`src/rtl/rtc_prd_pkg.sv`:
```
`timescale 1ns/1ps
package rtc_prd_pkg;

   // Exponent of the period (in ticks) selected by a rate code; 0 for the off code.
   function automatic int shift_for_code(input int code, input int alias_codes,
                                         input int alias_shift);
      if (code == 0)
         return 0;
      if (code <= alias_codes)
         return alias_shift + code - 1;
      return code - 1;
   endfunction

endpackage

```
`src/rtl/rtc_prd_cfg_latch.sv`:
```
`timescale 1ns/1ps
module rtc_prd_cfg_latch #(
   parameter int CODE_W = 4
) (
   input  logic              clk,
   input  logic              rst_n,
   input  logic              cfg_change,
   input  logic [CODE_W-1:0] rate_sel,
   input  logic              pie_en,
   output logic [CODE_W-1:0] code_q,
   output logic              pie_q,
   output logic              phase_clr
);

   always_ff @(posedge clk or negedge rst_n) begin
      if (!rst_n) begin
         code_q <= '0;
         pie_q  <= 1'b0;
      end else if (cfg_change) begin
         code_q <= rate_sel;
         pie_q  <= pie_en;
      end
   end

   // A strobe that turns the generator off discards the partial period.
   assign phase_clr = cfg_change && (rate_sel == '0);

endmodule

```
`src/rtl/rtc_prd_rate_decode.sv`:
```
`timescale 1ns/1ps
module rtc_prd_rate_decode #(
   parameter int CODE_W      = 4,
   parameter int CNT_W       = 14,
   parameter int ALIAS_CODES = 2,
   parameter int ALIAS_SHIFT = 7
) (
   input  logic [CODE_W-1:0] code,
   output logic              active,
   output logic [CNT_W-1:0]  last_cnt
);

   localparam int NCODES = 1 << CODE_W;

   logic [CNT_W-1:0] last_tab [NCODES];

   for (genvar g = 0; g < NCODES; g++) begin : g_tab
      localparam int SH = rtc_prd_pkg::shift_for_code(g, ALIAS_CODES, ALIAS_SHIFT);
      if (g == 0) begin : g_off
         assign last_tab[g] = '0;
      end else begin : g_on
         assign last_tab[g] = CNT_W'((64'd1 << SH) - 64'd1);
      end
   end

   assign active   = (code != '0);
   assign last_cnt = last_tab[code];

endmodule

```
`src/rtl/rtc_prd_phase_counter.sv`:
```
`timescale 1ns/1ps
module rtc_prd_phase_counter #(
   parameter int CNT_W = 14
) (
   input  logic             clk,
   input  logic             rst_n,
   input  logic             tick_en,
   input  logic             active,
   input  logic             phase_clr,
   input  logic [CNT_W-1:0] last_cnt,
   output logic             fire
);

   logic [CNT_W-1:0] elapsed_q;

   // An overshoot after a rate change (elapsed past last_cnt) fires at once.
   assign fire = tick_en && active && (elapsed_q >= last_cnt);

   always_ff @(posedge clk or negedge rst_n) begin
      if (!rst_n) begin
         elapsed_q <= '0;
      end else if (phase_clr || !active) begin
         elapsed_q <= '0;
      end else if (tick_en) begin
         elapsed_q <= fire ? '0 : elapsed_q + 1'b1;
      end
   end

endmodule

```
`src/rtl/rtc_periodic_gen.sv`:
```
`timescale 1ns/1ps
module rtc_periodic_gen #(
   parameter int CODE_W      = 4,
   parameter int ALIAS_CODES = 2,
   parameter int ALIAS_SHIFT = 7
) (
   input  logic              clk,
   input  logic              rst_n,
   input  logic              tick_en,
   input  logic [CODE_W-1:0] rate_sel,
   input  logic              pie_en,
   input  logic              cfg_change,
   output logic              pf_set,
   output logic              irq_req
);

   localparam int CNT_W = (1 << CODE_W) - 2;

   initial begin
      assert (CODE_W >= 2 && CODE_W <= 5)
         else $error("CODE_W out of range");
      assert (ALIAS_CODES < (1 << CODE_W))
         else $error("ALIAS_CODES too large");
      assert (ALIAS_SHIFT + ALIAS_CODES - 1 <= CNT_W)
         else $error("alias periods exceed counter width");
   end

   logic [CODE_W-1:0] code_q;
   logic              pie_q;
   logic              phase_clr;
   logic              active;
   logic [CNT_W-1:0]  last_cnt;
   logic              fire;

   rtc_prd_cfg_latch #(.CODE_W(CODE_W)) u_cfg (
      .clk(clk), .rst_n(rst_n), .cfg_change(cfg_change),
      .rate_sel(rate_sel), .pie_en(pie_en),
      .code_q(code_q), .pie_q(pie_q), .phase_clr(phase_clr)
   );

   rtc_prd_rate_decode #(
      .CODE_W(CODE_W), .CNT_W(CNT_W),
      .ALIAS_CODES(ALIAS_CODES), .ALIAS_SHIFT(ALIAS_SHIFT)
   ) u_dec (
      .code(code_q), .active(active), .last_cnt(last_cnt)
   );

   rtc_prd_phase_counter #(.CNT_W(CNT_W)) u_cnt (
      .clk(clk), .rst_n(rst_n), .tick_en(tick_en), .active(active),
      .phase_clr(phase_clr), .last_cnt(last_cnt), .fire(fire)
   );

   assign pf_set  = fire;
   assign irq_req = fire && pie_q;

endmodule

```
`config.mk`:
```
export PLATFORM = sky130hd
export DESIGN_NAME = rtc_periodic_gen
export DESIGN_NICKNAME = d
export VERILOG_FILES = /design/src/rtl/rtc_prd_pkg.sv /design/src/rtl/rtc_prd_cfg_latch.sv /design/src/rtl/rtc_prd_rate_decode.sv /design/src/rtl/rtc_prd_phase_counter.sv /design/src/rtl/rtc_periodic_gen.sv
export SDC_FILE = /design/constraint.sdc
export NUM_CORES = 1
export LEC_CHECK = 0
export BUFFER_PORTS_ARGS = -buffer_cell sky130_fd_sc_hd__clkbuf_2
export CORE_AREA = 3 3 55 57
export CTS_CLUSTER_SIZE = 12
export DETAILED_ROUTE_END_ITERATION = 10
export DIE_AREA = 0 0 58 60
export PLACE_DENSITY = 0.77
export SLEW_MARGIN = 5
export SYNTH_ARGS = -nofsm -noshare
export SYNTH_HDL_FRONTEND = slang
export SYNTH_HIERARCHICAL = 1
export SYNTH_SLANG_ARGS = --single-unit
```
`constraint.sdc`:
```
create_clock -name clk -period 3.45 [get_ports clk]
set_input_delay 0.345 -clock clk [delete_from_list [all_inputs] [get_ports clk]]
set_output_delay 0.345 -clock clk [all_outputs]
set_load 0.05 [all_outputs]
```
Word level (Yosys, flattened, before mapping)
Memory sizes are Yosys's and may differ from the RTL's.
Index checks and enable logic that the tools add are counted.
- flip-flop bits (word level): 19
- ROM bits: 224
- input bits: 9
- output and inout port bits: 2
- word-level logic and storage cells: 22
- memories: 1
- add/subtract/negate cells: 1
- order comparisons: 2
- mux-type cells: 5
- bitwise logic cells: 1
- reduce and logical (&&, ||, !) cells: 9
- memories (memory ; words ; width ; read ports ; clocked after Yosys merged registers in ; write ports ; RTL line ; RTL):
    (no name shown) ; 16 ; 14 ; 1 ; 0 ; 0 ; rtc_prd_rate_decode.sv:27 ; assign last_cnt = last_tab[code];
- operator list (kind ; number):
    $mux 14 ; 5
    $add 14x1->14 const B ; 1
    $ge 14x14->1 ; 1
    $ge 5x5->1 const B ; 1
    $not 4->5 ; 1
    $logic_and 1x1->1 ; 4
    $logic_not 4->1 ; 1
    $reduce_bool 4->1 ; 1
    $reduce_bool 2->1 ; 1
    $logic_not 1->1 ; 1
    $logic_or 1x1->1 ; 1

Logic depth before layout (Yosys ltp)
- depth in word-level cells: 9
- mapped depth: 13
- depth with buffers taken out: 12

Cells and area by module
The synthesis kept the hierarchy.
- modules (own cells, without submodules) (module ; times used ; cells an instance ; area each (um2) ; sequential area each (um2)):
    rtc_prd_phase_counter ; 1 ; 131 ; 1132.3 ; 350.3
    rtc_prd_cfg_latch ; 1 ; 12 ; 200.2 ; 125.1
    rtc_prd_rate_decode ; 1 ; 28 ; 197.7 ; 0.0
    rtc_periodic_gen ; 1 ; 1 ; 6.3 ; 0.0

Worst setup path after synthesis
Ideal clock, no wire load.
- kind: flip-flop to output port
- start: register u_cfg.code_q[1]
- end: output port irq_req
- arrival time: 3.572 ns
- data required time: 3.105 ns
- setup slack: -0.467 ns
- cell stages (with the launch flop): 13
- path buffers: 0
- path through: dfrtp_1 inv_1 ha_1 or2b_2 nand3b_1 inv_1 ha_1 nand4_1 or3_1 a31oi_1 nor2_1 a21oi_1 and2_1
- longest elaborated chain between the ends: 7
- elaborated cells between the ends (all ways): 9
- those cells by class: order compare (1); mux (2); bitwise (1); reduce/logical (4); memory (1)
- RTL lines (element ; RTL line ; RTL):
    start, declared ; rtc_prd_cfg_latch.sv:10 ; output logic [CODE_W-1:0] code_q,
    start signal, assigned ; rtc_prd_cfg_latch.sv:20 ; code_q <= rate_sel;
    $not 4->5 (implied by the code) ; rtc_prd_rate_decode.sv:27 ;
    $mem_v2 16x14 ; - ;
    $mux 14 (implied by the code) (2 in series) ; rtc_prd_rate_decode.sv:27 ;
    via last_cnt[5] ; rtc_periodic_gen.sv:32 ; logic [CNT_W-1:0] last_cnt;
    $ge 14x14->1 ; rtc_prd_phase_counter.sv:17 ; assign fire = tick_en && active && (elapsed_q >= last_cnt);
    $logic_and 1x1->1 ; rtc_prd_phase_counter.sv:17 ;
    via pf_set ; rtc_periodic_gen.sv:13 ; output logic pf_set,
    $logic_and 1x1->1 ; rtc_periodic_gen.sv:54 ; assign irq_req = fire && pie_q;
    end, declared ; rtc_periodic_gen.sv:14 ; output logic irq_req
The timed path passes the listed nets, and every way through them passes these cells. The select of a mux whose other input is x is not followed.

Final worst setup path
- start: register u_cfg.code_q[1]
- end: output port irq_req
- longest elaborated chain between the ends: 7
- elaborated cells between the ends (all ways): 9
- those cells by class: order compare (1); mux (2); bitwise (1); reduce/logical (4); memory (1)
- RTL lines (element ; RTL line):
    $not 4->5 (implied by the code) ; rtc_prd_rate_decode.sv:27
    $mem_v2 16x14 ; -
    $mux 14 (implied by the code) (2 in series) ; rtc_prd_rate_decode.sv:27
    via last_cnt[6] ; rtc_periodic_gen.sv:32
    $ge 14x14->1 ; rtc_prd_phase_counter.sv:17
    $logic_and 1x1->1 ; rtc_prd_phase_counter.sv:17
    $logic_and 1x1->1 ; rtc_periodic_gen.sv:54
The timed path passes the listed nets, and every way through them passes these cells. The select of a mux whose other input is x is not followed.

==> flow_metrics.py <==
metrics = {
    "sta": {
        "relSlewSlack": 0.359,
        "fmax_ghz": 0.301,
        "finalHoldViolCount": 0,
        "worstMarginPinSlew_ns": 0.957,
        "setup_tns_ns": 0,
        "fin_worst_skew_ns": 0.00348,
        "fin_ws_ns": 0.123,
        "slew_violations": 0,
        "fin_crit_ns": 3.33,
        "finalCritPeriodShare": 0.964,
        "setup-violations-final": 0,
    },
    "floorplanning": {
        "num_rows": 18,
        "num_io_pins": 11,
        "dieArea_mm2": 0.00348,
        "die_w_um": 58,
        "core_mm2": 0.00252,
        "start_util": 0.609,
        "die_h_um": 60,
    },
    "placed_design": {
        "hpwl_um": 2350,
        "dp.cells": 208,
        "dpl_worst_slack_ns": 0.132,
        "place_congestion": 0.877,
        "io_buffers": 10,
    },
    "power_and_ir_drop": {
        "p_leak_nw": 0.830,
        "finalPower_mw": 0.549,
        "ir_worst_vdd_uv": 304,
        "switching_share": 0.342,
        "power_frac_seq": 0.495,
        "power_density_mw_per_mm2": 317,
        "p_comb_frac": 0.296,
        "clkPwrFrac": 0.209,
        "switchingPower_mw": 0.188,
        "p_int_mw": 0.361,
    },
    "cts": {
        "cts_tree": "yes",
        "cts-buffers-inserted": 3,
        "clock-sinks": 19,
        "insertion_delay_ns": 0.30,
        "htreeDepth": 1,
        "clk_pin_slew_ns": 0.11,
        "ctsRootBufferMaster": "clkbuf_4",
        "clockBufferDepth": 2,
    },
    "critical_path": {
        "cp-end-kind": "output pin",
        "cp_max_fo": 4,
        "crit_path_max_incr_delay_ns": 0.40,
        "crit_arrival_ns": 2.98,
        "worstPathRequired_ns": 3.11,
        "start_kind": "register",
        "path_cells": "inv_2 > ha_4 > or2b_4 > or2b_1 > inv_1 > ha_1 > nand4_1 > or3_4 > a31oi_4 > nor2_4 > a21oi_4 > and2_4 > buf_8",
        "crit_type": "reg -> out",
        "crit_buf_inv": 3,
        "critPathTopFamily": "simple AND/OR/NAND/NOR gates",
        "slowest_stage": "or3_4",
    },
    "detailed_routing": {
        "wl_um": 3290,
        "wl_per_cell_um": 15.2,
        "firstDrtPassIters": 5,
        "viasPerCell": 5.85,
        "drc_errors": 0,
        "vias": 1270,
        "antenna_left": 0,
        "drt-initial-drc-count": 47,
    },
    "synth": {
        "syn_nets": 199,
        "syn_avg_cell_area_um2": 8.93,
        "synth.area.top_cells": "dfrtp_1, ha_1, nand2_1",
        "yosysWarnings": 6,
        "synth-seq-area-share": 0.309,
        "yosysTopAreaCell": "dfrtp_1",
        "yosysUniqueCellTypes": 45,
        "synth.top_cell.area_share": 0.309,
        "syn_area_mm2": 0.00154,
        "synthCells": 172,
        "synth-seq-cells": 19,
    },
    "global_routing": {
        "first_global_vias": 1224,
        "antenna_found_initial": 0,
        "grt_start_max_net_pins": 20,
        "grt_pass1_wl_um": 5460,
        "grt_usage": 0.206,
        "gr-total-overflow": 0,
    },
    "layout": {
        "fin_nets": 215,
        "area_growth_pct": 12.9,
        "multiInputGateArea_mm2": 0.00102,
        "seq_area_um2": 477,
        "fin_cells": 217,
        "diodes": 0,
        "post-route-util": 0.688,
        "fillCellCount": 223,
        "drive_gt1_frac": 0.251,
    },
    "min_path": {
        "worstHoldPathType": "in -> reg",
    },
    "run_status": {
        "status": "finished clean",
    },
    "run": {
        "maxCapViolCount": 0,
    },
}
-- logic make-up (layout without fill, tap and decap cells) --
| group | count (synthesis) | after routing | share of synthesized area |
|---|---|---|---|
| AO/OA/AOI/OAI | 31 | 31 | 0.153 |
| adder cells (fa/ha/maj) | 18 | 18 | 0.147 |
| XOR/XNOR | 2 | 2 | 0.0114 |
| AND/OR/NAND/NOR | 74 | 74 | 0.270 |
| flip-flops | 19 | 19 | 0.309 |
| multiplexers | 6 | 6 | 0.0432 |
| buffers and inverters | 22 | 37 | 0.0668 |
-- worst register-to-register path: stages, from the launching register on --
cell and delay (ns):
dfrtp_2 0.39, inv_2 0.05, ha_4 0.25, or2b_4 0.27, or2b_1 0.16, inv_1 0.04
ha_1 0.28, nand4_1 0.11, or3_4 0.15, a31oi_4 0.10, buf_4 0.16, nor3_2 0.76
nand3_1 0.18, o311ai_0 0.17
-- path summary, 6_finish.rpt --
path / endpoint / slack (ns) / cells past startpoint / startpoint
min reg2reg: u_cfg/pie_q / 0.53 / 1 / u_cfg/pie_q
max: irq_req / 0.12 / 13 / u_cfg/code_q[1]
max reg2reg: u_cnt/elapsed_q[9] / 0.27 / 13 / u_cfg/code_q[1]
max in group asynchronous: u_cfg/code_q[1] / 2.58 / 2 / rst_n
min: u_cfg/pie_q / 0.27 / 2 / pie_en
min in group asynchronous: u_cnt/elapsed_q[12] / 0.52 / 2 / rst_n
-- cell usage after synthesis (all sizes together) --
cell type and instances:
nand2 25, dfrtp 19, ha 18, inv 17
nand3 12, nor2 7, a21oi 6, o311ai 6
a21o 5, a22o 5, mux2 5, buf 4
nand4 4, or3 4, and3 3, nand2b 3
nand3b 3, o21a 3, o21ai 3, and2 2
nor2b 2, nor3 2, or2 2, or2b 2
xnor2 2, a311oi 1, a31oi 1, and4 1
clkbuf 1, mux2i 1, nor3b 1, nor4 1
o21bai 1
-- stage by stage --
step	hold WS [ns]	instance area (um^2)
after floorplan	0.0494	1550
after global placement	0.318	1600
after detailed placement	0.323	1600
after CTS	0.259	1680
after global routing	0.264	1730
final	0.271	1730
-- power by group through the flow --
stage               sequential, mW  clock (mW)  combinational (mW)
finish                       0.272       0.115               0.162
floorplan                    0.266           0               0.116
global route                 0.277       0.128               0.185
detailed placement           0.277           0               0.143
global placement             0.276           0               0.135
CTS                          0.271       0.119               0.150
-- final cells by class --
class,count,area share
sequential,19,0.275
clock buffer,3,0.0130
clock inverter,1,0.00289
multi-input combinational,131,0.589
inverter,17,0.0368
tap,30,0.0216
timing repair buffer,16,0.0620
-- state kept, by name (all words and copies together), names as in the netlist --
signal and count:
u_cnt/elapsed_q 14, u_cfg/pie_q 1, u_cfg/code_q 4
-- cells in the final DEF, fill, tap and decap left out, types with 2 or more instances in the layout --
cell	synthesis	final
nand3_1	10	10
inv_2	0	2
dfrtp_1	19	18
nand3b_1	3	3
nor2_1	6	5
or3_4	1	2
inv_1	17	15
o21a_1	3	3
o21ai_0	2	2
o311ai_0	5	5
nand3_2	2	2
or3_1	3	2
a21oi_1	6	5
mux2_2	5	5
buf_4	1	5
nand2_1	25	25
a21o_1	5	5
xnor2_1	2	2
nor2_4	1	2
and3_2	2	2
nand4_1	4	4
clkbuf_4	0	3
nor2b_1	2	2
ha_1	18	17
a22o_1	5	5
clkbuf_2	0	9
nand2b_1	3	3
-- per-layer routing --
metal  part of all wire  global-route usage  vias up
li1                   -                   -      642
met1               0.47               0.275      604
met2               0.49               0.342       20
met3              0.036              0.0216        4
met5                  0                   0        -
met4              0.010              0.0828        0
-- timing repair --
item | in CTS | in global routing
resized for setup | 5 | 10
hold buffers | 1 | 0
setup buffers | 2 | 2
pin swaps | 1 | 6
endpoints found under the setup margin | 2 | 2
endpoints found under the hold margin | 19 | 0
(Power assumes the default switching activity.)
